### config.mk
export PLATFORM = sky130hd
export DESIGN_NAME = cal_coef_extract
export DESIGN_NICKNAME = d
export VERILOG_FILES = /design/src/rtl/cal_pkg.sv /design/src/rtl/cal_unpack.sv /design/src/rtl/cal_divider.sv /design/src/rtl/cal_offset.sv /design/src/rtl/cal_coef_extract.sv
export SDC_FILE = /design/constraint.sdc
export NUM_CORES = 1
export LEC_CHECK = 0
export BUFFER_PORTS_ARGS = -buffer_cell sky130_fd_sc_hd__buf_2
export CAP_MARGIN = 20
export CORE_MARGIN = 10
export CORE_UTILIZATION = 26
export CTS_BUF_LIST = sky130_fd_sc_hd__clkbuf_8
export CTS_CLUSTER_DIAMETER = 60
export DETAILED_ROUTE_END_ITERATION = 12
export HOLD_SLACK_MARGIN = 0.06
export PLACE_DENSITY = 0.39
export SYNTH_ARGS = -nofsm -noshare
export SYNTH_HDL_FRONTEND = slang
export SYNTH_SLANG_ARGS = --single-unit
### constraint.sdc
create_clock -name clk -period 11.85 [get_ports clk]
set_input_delay 2.37 -clock clk [delete_from_list [all_inputs] [get_ports clk]]
set_output_delay 2.37 -clock clk [all_outputs]
set_load 0.01 [all_outputs]
### src/rtl/cal_pkg.sv
// Shared constants, the per-group code record and the reference-voltage
// tables used by the calibration coefficient extractor.
package cal_pkg;
    localparam int NBYTES = 7;
    localparam int NGRP   = 3;
    localparam int CODE_W = 10;
    localparam int COEF_W = 32;
    localparam int SCALE  = 1000;
    localparam int GIDX_W = $clog2(NGRP);

    typedef struct packed {
        logic [CODE_W-1:0] hi;
        logic [CODE_W-1:0] lo;
        logic              usable;
    } grp_code_t;

    // Upper reference input in mV for a group.
    function automatic logic [COEF_W-1:0] ref_hi_mv(input logic [GIDX_W-1:0] g);
        case (g)
            GIDX_W'(0): ref_hi_mv = COEF_W'(19500);
            GIDX_W'(1): ref_hi_mv = COEF_W'(1300);
            default:    ref_hi_mv = COEF_W'(4700);
        endcase
    endfunction

    // Lower reference input in mV for a group.
    function automatic logic [COEF_W-1:0] ref_lo_mv(input logic [GIDX_W-1:0] g);
        case (g)
            GIDX_W'(0): ref_lo_mv = COEF_W'(315);
            GIDX_W'(1): ref_lo_mv = COEF_W'(21);
            default:    ref_lo_mv = COEF_W'(2380);
        endcase
    endfunction
endpackage

### src/rtl/cal_unpack.sv
// Unpacks the high and low codes of every group from the packed byte
// snapshot and decides whether each group can be calibrated.
// Assumes three groups whose byte windows start at byte 2*g, three bytes wide.
module cal_unpack
    import cal_pkg::*;
(
    input  logic [NBYTES*8-1:0]        bytes_i,
    input  logic [NBYTES-1:0]          ok_i,
    output grp_code_t [NGRP-1:0]       grp_o
);
    logic [7:0] b [NBYTES];
    logic [CODE_W-1:0] hi [NGRP];
    logic [CODE_W-1:0] lo [NGRP];

    // Split the flat vector into bytes.
    for (genvar k = 0; k < NBYTES; k++) begin : g_byte
        assign b[k] = bytes_i[8*k +: 8];
    end

    // Field layout: codes cross byte boundaries.
    assign hi[0] = {b[0][1:0], b[1][5:0], b[2][7:6]};
    assign lo[0] = CODE_W'(b[2][5:1]);
    assign hi[1] = {b[2][0], b[3], b[4][7]};
    assign lo[1] = CODE_W'(b[4][6:2]);
    assign hi[2] = {b[4][1:0], b[5]};
    assign lo[2] = CODE_W'(b[6][7:2]);

    // A group is usable when its whole window read fine and hi exceeds lo.
    for (genvar g = 0; g < NGRP; g++) begin : g_grp
        assign grp_o[g].hi     = hi[g];
        assign grp_o[g].lo     = lo[g];
        assign grp_o[g].usable = (&ok_i[2*g+2 -: 3]) && (hi[g] > lo[g]);
    end
endmodule

### src/rtl/cal_divider.sv
// Restoring unsigned divider, one quotient bit per clock.
// Assumes den is nonzero; num and den are captured on start while idle.
// done pulses in the cycle quo first holds the final quotient.
module cal_divider #(
    parameter int NUM_W = 32,
    parameter int DEN_W = 10
) (
    input  logic             clk,
    input  logic             rst_n,
    input  logic             start,
    input  logic [NUM_W-1:0] num,
    input  logic [DEN_W-1:0] den,
    output logic             done,
    output logic [NUM_W-1:0] quo
);
    localparam int CNT_W = $clog2(NUM_W + 1);

    logic             running;
    logic [CNT_W-1:0] cnt;
    logic [DEN_W-1:0] rem, den_q;
    logic [NUM_W-1:0] q;
    logic [DEN_W:0]   rem_sh, diff;
    logic             ge;

    // Trial subtraction of one restoring step.
    always_comb begin
        rem_sh = {rem, q[NUM_W-1]};
        diff   = rem_sh - {1'b0, den_q};
        ge     = rem_sh >= {1'b0, den_q};
    end

    // Iteration state: load, shift NUM_W times, flag completion.
    always_ff @(posedge clk) begin
        if (!rst_n) begin
            running <= 1'b0;
            cnt     <= '0;
            rem     <= '0;
            den_q   <= '0;
            q       <= '0;
            done    <= 1'b0;
        end else begin
            done <= 1'b0;
            if (start && !running) begin
                q       <= num;
                rem     <= '0;
                den_q   <= den;
                cnt     <= CNT_W'(NUM_W);
                running <= 1'b1;
            end else if (running) begin
                rem <= ge ? diff[DEN_W-1:0] : rem_sh[DEN_W-1:0];
                q   <= {q[NUM_W-2:0], ge};
                cnt <= cnt - CNT_W'(1);
                if (cnt == CNT_W'(1)) begin
                    running <= 1'b0;
                    done    <= 1'b1;
                end
            end
        end
    end

    assign quo = q;
endmodule

### src/rtl/cal_offset.sv
// Offset term: base minus gain times high code, kept modulo 2^OFS_W.
// Assumes gain is already the truncated quotient.
module cal_offset #(
    parameter int GAIN_W = 32,
    parameter int CODE_W = 10,
    parameter int OFS_W  = 32
) (
    input  logic [GAIN_W-1:0]       gain_i,
    input  logic [CODE_W-1:0]       code_hi_i,
    input  logic [OFS_W-1:0]        base_i,
    output logic signed [OFS_W-1:0] ofs_o
);
    localparam int PROD_W = GAIN_W + CODE_W;

    logic [PROD_W-1:0] prod;

    // Full product, then wrap-around subtraction.
    always_comb begin
        prod  = PROD_W'(gain_i) * PROD_W'(code_hi_i);
        ofs_o = $signed(base_i - prod[OFS_W-1:0]);
    end
endmodule

### src/rtl/cal_coef_extract.sv
// Top: snapshots the calibration bytes on start, walks the groups in
// order through one shared divider and offset stage, and pulses done.
// Assumes start is a pulse; starts while busy are ignored.
module cal_coef_extract
    import cal_pkg::*;
(
    input  logic                     clk,
    input  logic                     rst_n,
    input  logic                     start_i,
    input  logic [NBYTES*8-1:0]      cal_bytes_i,
    input  logic [NBYTES-1:0]        byte_ok_i,
    output logic                     busy_o,
    output logic                     done_o,
    output logic [NGRP-1:0]          grp_valid_o,
    output logic [NGRP*COEF_W-1:0]   gain_o,
    output logic [NGRP*COEF_W-1:0]   offset_o
);
    typedef enum logic [1:0] {S_IDLE, S_PREP, S_WAIT} state_t;

    state_t                         st;
    logic [GIDX_W-1:0]              gidx;
    logic [NBYTES*8-1:0]            bytes_q;
    logic [NBYTES-1:0]              ok_q;
    grp_code_t [NGRP-1:0]           grp;
    grp_code_t                      cur;
    logic                           last_grp;
    logic                           div_start, div_done;
    logic [COEF_W-1:0]              div_num, div_quo;
    logic [CODE_W-1:0]              div_den;
    logic signed [COEF_W-1:0]       ofs;
    logic [NGRP-1:0][COEF_W-1:0]    gain_q, ofs_q;
    logic [NGRP-1:0]                vld_q;
    logic                           done_q;

    cal_unpack i_unpack (
        .bytes_i (bytes_q),
        .ok_i    (ok_q),
        .grp_o   (grp)
    );

    // Operands of the group under work.
    always_comb begin
        cur       = grp[gidx];
        last_grp  = (gidx == GIDX_W'(NGRP - 1));
        div_num   = COEF_W'(SCALE) * (ref_hi_mv(gidx) - ref_lo_mv(gidx));
        div_den   = cur.hi - cur.lo;
        div_start = (st == S_PREP) && cur.usable;
    end

    cal_divider #(.NUM_W(COEF_W), .DEN_W(CODE_W)) i_div (
        .clk   (clk),
        .rst_n (rst_n),
        .start (div_start),
        .num   (div_num),
        .den   (div_den),
        .done  (div_done),
        .quo   (div_quo)
    );

    cal_offset #(.GAIN_W(COEF_W), .CODE_W(CODE_W), .OFS_W(COEF_W)) i_ofs (
        .gain_i    (div_quo),
        .code_hi_i (cur.hi),
        .base_i    (COEF_W'(SCALE) * ref_hi_mv(gidx)),
        .ofs_o     (ofs)
    );

    // Sequencer: capture, per-group divide or skip, result write-back.
    always_ff @(posedge clk) begin
        if (!rst_n) begin
            st      <= S_IDLE;
            gidx    <= '0;
            bytes_q <= '0;
            ok_q    <= '0;
            gain_q  <= '0;
            ofs_q   <= '0;
            vld_q   <= '0;
            done_q  <= 1'b0;
        end else begin
            done_q <= 1'b0;
            case (st)
                S_IDLE: begin
                    if (start_i) begin
                        bytes_q <= cal_bytes_i;
                        ok_q    <= byte_ok_i;
                        gain_q  <= '0;
                        ofs_q   <= '0;
                        vld_q   <= '0;
                        gidx    <= '0;
                        st      <= S_PREP;
                    end
                end
                S_PREP: begin
                    if (cur.usable) begin
                        st <= S_WAIT;
                    end else begin
                        gain_q[gidx] <= '0;
                        ofs_q[gidx]  <= '0;
                        vld_q[gidx]  <= 1'b0;
                        if (last_grp) begin
                            st     <= S_IDLE;
                            done_q <= 1'b1;
                        end else begin
                            gidx <= gidx + GIDX_W'(1);
                            st   <= S_PREP;
                        end
                    end
                end
                S_WAIT: begin
                    if (div_done) begin
                        gain_q[gidx] <= div_quo;
                        ofs_q[gidx]  <= ofs;
                        vld_q[gidx]  <= 1'b1;
                        if (last_grp) begin
                            st     <= S_IDLE;
                            done_q <= 1'b1;
                        end else begin
                            gidx <= gidx + GIDX_W'(1);
                            st   <= S_PREP;
                        end
                    end
                end
                default: st <= S_IDLE;
            endcase
        end
    end

    assign busy_o      = (st != S_IDLE);
    assign done_o      = done_q;
    assign grp_valid_o = vld_q;
    assign gain_o      = gain_q;
    assign offset_o    = ofs_q;
endmodule

# Yosys cells after proc, flatten, opt, wreduce, memory -nomap -nowiden
# Index checks and enable logic that the tools add are counted.
[op_classes]
add_sub_neg = 6
multipliers = 3
n_lt_le_gt_ge = 6
eq_ne = 8
mux = 44
n_bitwise = 8
reduce_logical = 20
[op_table]
columns = ["cell", "count"]
rows = [
  ["96-bit case mux with 3 select lines", 2],
  ["96-bit two-way mux", 5],
  ["96-bit bitwise AND", 2],
  ["96-bit bitwise mux", 2],
  ["32-bit two-way mux", 3],
  ["96-bit NOT", 1],
  ["32-bit demux with 2-bit select", 1],
  ["7-bit by 32-bit multiplier with 29-bit output, first input constant", 2],
  ["32-bit subtractor", 2],
  ["21-bit binary-select mux with 2-bit select", 1],
  ["32-bit by 10-bit multiplier with 32-bit output", 1],
  ["15-bit case mux with 2 select lines", 1],
  ["12-bit case mux with 2 select lines", 1],
  ["21-bit two-way mux", 1],
  ["10-bit by 5-bit > comparator with 1-bit output", 2],
  ["10-bit subtractor", 2],
  ["2-bit two-way mux", 7],
  ["6-bit two-way mux", 2],
  ["2-bit case mux with 3 select lines", 2],
  ["11-bit by 10-bit greater-or-equal comparator with 1-bit output", 1],
  ["10-bit by 6-bit > comparator with 1-bit output", 1],
  ["10-bit two-way mux", 1],
  ["1-bit two-way mux", 9],
  ["3-bit two-way mux", 3],
  ["26 further kinds", 40],
]
[word_totals]
register_bits = 323
input_bits = 66
output_inout_bits = 197
wordCells = 115

# Logic depth before layout (Yosys ltp)
[logic_depth]
depth_word = 9
ltp_mapped = 27
depth_no_buf = 25

# Cells and area by module
# From an unflattened synthesis, not the netlist that was laid out.
[hier_totals]
cells_unflattened = 2977
area_unflattened_um2 = 24888.9
[modules_own_cells]
columns = ["mod", "n_inst", "cells_per_inst", "area_per_inst_um2", "seq_area_each_um2"]
rows = [
  ["cal_coef_extract", 1, 1465, 11823.8, 5265.0],
  ["cal_offset", 1, 1001, 8967.4, 0.0],
  ["cal_divider", 1, 385, 3180.6, 1201.2],
  ["cal_unpack", 1, 126, 917.1, 0.0],
]

# Worst setup path after synthesis
# No wires, ideal clock.
[synth_path]
path_kind = "reg-to-reg"
startpoint = "reg gidx[0]"
endpoint = "reg ofs_q (netlist bit offset_o[95])"
setup_ns = 0.117
arrival_time_ns = 6.428
required_time_ns = 11.733
slack_ns = 5.305
stages_incl_launch_ff = 24
path_buffers = 4
period_less_slack_ns = 6.545
path_cell_list = "dfxtp_1 > buf_4 > buf_4 > nand3b_1 > o21ai_1 > clkbuf_1 > clkbuf_1 > nand2_1 > fa_1 > fa_1 > fa_1 > fa_1 > inv_1 > fa_1 > inv_1 > ha_1 > and2_4 > a221o_1 > a2111oi_4 > nand3_2 > a221o_1 > a311oi_2 > xnor2_1 > a32o_2"
[synth_between]
elab_chain_len = 8
elab_cells_between_ends = 21
classes_between = "add/sub (1); mul (2); order compare (2); eq/ne (2); mux (9); bitwise (2); reduce/logical (3)"
[synth_lines]
columns = ["item", "line", "rtl"]
rows = [
  ["start, declared", "cal_coef_extract.sv:21", "logic [GIDX_W-1:0] gidx;"],
  ["start signal, assigned", "cal_coef_extract.sv:103", "gidx <= gidx + GIDX_W'(1);"],
  ["start signal, assigned", "cal_coef_extract.sv:117", "gidx <= gidx + GIDX_W'(1);"],
  ["parallel branches: the longest is 8 deep, another holds 7-bit by 32-bit multiplier with 29-bit output", "-", ""],
  ["end signal, assigned by index", "cal_coef_extract.sv:111", "ofs_q[gidx] <= ofs;"],
  ["end, declared", "cal_coef_extract.sv:31", "logic [NGRP-1:0][COEF_W-1:0] gain_q, ofs_q;"],
]
# Parallel ways; which one is timed is not known. The select of a mux whose other input is x is not followed.
# A chain may end at the register's enable or synchronous reset.

# Final worst setup path
[layout_path]
startpoint = "reg gidx[1]"
endpoint = "reg ofs_q (netlist bit offset_o[91])"
# The elaborated chain is that of the path after synthesis.

==> Flow_metrics.wiki <==
{| class="wikitable"
! Metric !! Value
|-
| Fin. Hold Viols || 0
|-
| Die Width || 309 um
|-
| Synth area leaders || sky130_fd_sc_hd__dfxtp_1 (29%), sky130_fd_sc_hd__fa_1 (20%), sky130_fd_sc_hd__nand2_1 (6.0%)
|-
| Syn nets || 2858
|-
| Detail Route Antenna Nets || 0
|-
| Longest Clk Path Bufs || 3
|-
| Clock Skew || 0.0552 ns
|-
| Post-detailed-route wirelength per cell || 20.0 um
|-
| Startpoint of the lowest-slack hold path || offset_o[77]
|-
| Core area || 82500 sq um
|-
| Area of the mapped netlist || 21700 sq um
|-
| Final-report setup violation count || 0
|-
| Leakage power summed over all cells || approximately 10 nW
|-
| Synth warn || 0
|-
| Number of global-route vias before repair || 18700
|-
| Sinks on the clock net || 313
|-
| I/O pin cnt || around 260
|-
| Fraction of layout cells with a size suffix above 1 || 15.8%
|-
| TritonCTS buffer count || 61
|-
| Gr usage total || between 10% and 20%
|-
| Die Height || around 310 um
|-
| Yosys cell types || 87
|-
| Count of cells resized by post-cts repair || 0
|-
| Fin nets || about 3000
|-
| FF+latch count, synth || 313
|-
| Mapped Cells || 2467
|-
| Synth top area share || between 20 and 30%
|-
| Largest fanout on the critical path || 33
|-
| Die ar. || 95500 sq um
|-
| Most frequent standard cell in the layout excluding fill and tap cells || sky130_fd_sc_hd__nand2_1
|-
| Arrival time of the worst setup path || 7.97 ns
|-
| Clock tree root buffer cell || sky130_fd_sc_hd__clkbuf_8
|-
| Synth async-reset ratio || 0%
|-
| Commonest non-fill, non-tap cells in the layout || sky130_fd_sc_hd__nand2_1 (349), sky130_fd_sc_hd__dfxtp_1 (313), sky130_fd_sc_hd__inv_1 (298)
|-
| Row count || approximately 110
|-
| Maximum operating frequency || approximately 130 MHz
|-
| Max-cap violations || 0
|-
| Transition at the pin with the smallest max-transition slack || between 1 and 1.5 ns
|-
| Worst min-delay path category || reg -> reg
|-
| Final Wtd Congestion || 0.803
|-
| Via density per instance || between 4 and 5
|-
| Peak supply drop || 76.3 uV
|-
| Synthesis-to-finish area growth || 15.9%
|-
| Setup tns final || 0 ns
|-
| Wire length of the first global-routing pass || 115 mm
|-
| R2r startpoint || gidx[1]
|-
| Minimum clock period || between 7 and 8 ns
|-
| Starting Density || 26.3%
|-
| Largest net degree at the start of global routing || 95
|-
| Post-cts hold buffer count || 0
|-
| Tightest slew margin relative to the limit || 28.1%
|-
| HPWL after detailed placement || between 50 and 60 mm
|-
| Share of the cycle needed by the critical path after routing || a little over three fifths
|-
| Library cell occupying the most area in the post-synthesis netlist || sky130_fd_sc_hd__dfxtp_1
|-
| First drt pass iteration count || 5
|-
| Total global routing overflow || 0
|-
| Power density over cell area || between 100 and 150 nW/um^2
|-
| Portion of the post-synthesis area used by sequential elements || 28.8%
|-
| H-tree depth reported by CTS || 2
|-
| Clock slew at reported path FFs || roughly 0.060 ns
|-
| Number of setup buffers added after CTS || 0
|-
| Antenna violations before repair || 4
|-
| Result of the run || finished, final reports clean
|-
| Syn Area/Cell || 8.81 sq um
|-
| Worst endpoint required time || 12.36 ns
|-
| Critical Path Source || gidx[1]
|-
| Vias after detailed routing || 17600
|-
| DRC marker count from the first detailed-route iteration || ~1000
|-
| Post-route DRC violation count || 0
|-
| Element type at the critical path end || register
|-
| Count of flip-flops with a built-in enable after synthesis || 0
|-
| Leading register cell type out of synthesis || sky130_fd_sc_hd__dfxtp_1
|-
| Number of slew-limit violations in the final report || 0
|-
| Unrepaired setup endpoints after global routing || no
|-
| Count of input and output buffers || ~250
|-
| Clock insertion delay at the later pin of the skew report || 0.71 ns
|-
| Detailed-route wire length || about 75 mm
|-
| Start-to-end type of the worst setup path || reg -> reg
|-
| Crit start category || register
|-
| Power after layout || ~2.6 mW
|-
| WHS || 0.447 ns
|-
| Clock tree from TritonCTS || yes
|}
[critical path, stage by stage, from the launching register on]
cell	delay, ns
sky130_fd_sc_hd__dfxtp_1	0.45
sky130_fd_sc_hd__buf_16	0.21
sky130_fd_sc_hd__nor2b_1	0.22
sky130_fd_sc_hd__buf_4	0.22
sky130_fd_sc_hd__o2bb2ai_2	0.11
sky130_fd_sc_hd__buf_4	0.41
sky130_fd_sc_hd__and2_1	0.21
sky130_fd_sc_hd__fa_1	0.41
sky130_fd_sc_hd__inv_1	0.09
sky130_fd_sc_hd__fa_1	0.44
sky130_fd_sc_hd__fa_1	0.49
sky130_fd_sc_hd__fa_1	0.56
sky130_fd_sc_hd__inv_1	0.06
sky130_fd_sc_hd__fa_1	0.57
sky130_fd_sc_hd__inv_1	0.06
sky130_fd_sc_hd__ha_1	0.40
sky130_fd_sc_hd__a221oi_2	0.35
sky130_fd_sc_hd__o21ai_2	0.13
sky130_fd_sc_hd__a2111oi_4	0.34
sky130_fd_sc_hd__nand3_2	0.19
sky130_fd_sc_hd__a221o_1	0.44
sky130_fd_sc_hd__xnor2_1	0.61
sky130_fd_sc_hd__or2_0	0.19
sky130_fd_sc_hd__a21oi_1	0.06
[path summary, 6_finish.rpt]
check | slack, ns | end | cells past startpoint
worst max-delay path | 4.40 | offset_o[91] | 23
worst min-delay path | 0.45 | offset_o[77] | 2
worst max register to register | 4.40 | offset_o[91] | 23
worst min register to register | 0.45 | offset_o[77] | 2
[stage by stage]
stage	std cells	util [%]	instance area (sq um)	worst slack [ns]
after floorplan	2467	-	21700	5.30
after global placement	3653	28.9	23900	4.04
after detailed placement	3653	28.9	23900	3.92
after CTS	3759	30.5	25100	3.85
after global routing	3762	30.5	25200	3.91
final	3762	30.5	25200	4.40
[cells in the mapped netlist (5+ instances only)]
master                      instances
sky130_fd_sc_hd__mux2i_1           21
sky130_fd_sc_hd__inv_1            282
sky130_fd_sc_hd__o211ai_1           7
sky130_fd_sc_hd__buf_2             27
sky130_fd_sc_hd__a2bb2oi_1          9
sky130_fd_sc_hd__nand4_1            8
sky130_fd_sc_hd__o21ai_1           10
sky130_fd_sc_hd__nor2_1           195
sky130_fd_sc_hd__ha_1             103
sky130_fd_sc_hd__o21bai_1           6
sky130_fd_sc_hd__a21oi_1          153
sky130_fd_sc_hd__a31oi_1           11
sky130_fd_sc_hd__a211oi_1          22
sky130_fd_sc_hd__nand2b_1          11
sky130_fd_sc_hd__a32o_1            15
sky130_fd_sc_hd__nand3b_1          10
sky130_fd_sc_hd__fa_1             222
sky130_fd_sc_hd__xor2_1            19
sky130_fd_sc_hd__or2_0             11
sky130_fd_sc_hd__o21ai_0           33
sky130_fd_sc_hd__and2_1           124
sky130_fd_sc_hd__or4_1              5
sky130_fd_sc_hd__a21o_1            20
sky130_fd_sc_hd__a22oi_1          112
sky130_fd_sc_hd__buf_6              6
sky130_fd_sc_hd__or2_1              8
sky130_fd_sc_hd__dfxtp_1          313
sky130_fd_sc_hd__nor2b_1           12
sky130_fd_sc_hd__o21a_1             5
sky130_fd_sc_hd__xnor2_1           39
sky130_fd_sc_hd__a22o_1            34
sky130_fd_sc_hd__nand2_1          350
sky130_fd_sc_hd__clkbuf_1         124
sky130_fd_sc_hd__nand3_1           24
sky130_fd_sc_hd__nor3_1            15
[area by class of cell]
type | instances | area [sq um]
clock inverters | 28 | 205
diodes | 1 | 2.50
fillers | 8847 | 57300
repair buffers | 287 | 1550
inverters | 284 | 1070
multi-input cells | 1701 | 13700
clock buffers | 78 | 1070
flip-flops and latches | 313 | 6270
well taps | 1070 | 1340
[flip-flops by register name, summed over array words and instances, names as in the netlist]
register       flops
ok_q               7
i_div.cnt          6
i_div.running      1
gidx               2
i_div.done         1
grp_valid_o        3
gain_o            96
st                 2
done_o             1
i_div.rem         10
offset_o          96
bytes_q           46
i_div.quo         32
i_div.den_q       10
[metal layers]
metal  track usage (%)  wire (um)  vias up
met5                 0         16        -
met4              4.06       1620        2
met3              2.52       3600       99
met2              27.1      36800      407
met1              19.6      33300     8707
li1                  -          -     8425
[where the power goes]
group          total [mW]  internal (mW)  switching [mW]
clock                1.14          0.633           0.505
sequential           1.08           1.07          0.0130
combinational       0.425          0.131           0.294
total                2.64           1.83           0.812
[kinds of logic after synthesis]
family                   share of synthesized area, %
adder cells (fa/ha/maj)                          26.4
XOR/XNOR                                         2.59
other                                          0.0173
AO/OA/AOI/OAI                                    15.5
multiplexers                                     1.07
buffers and inverters                            8.45
flip-flops                                       28.8
AND/OR/NAND/NOR                                  17.2
No activity file was read; power rests on OpenSTA's default activity.
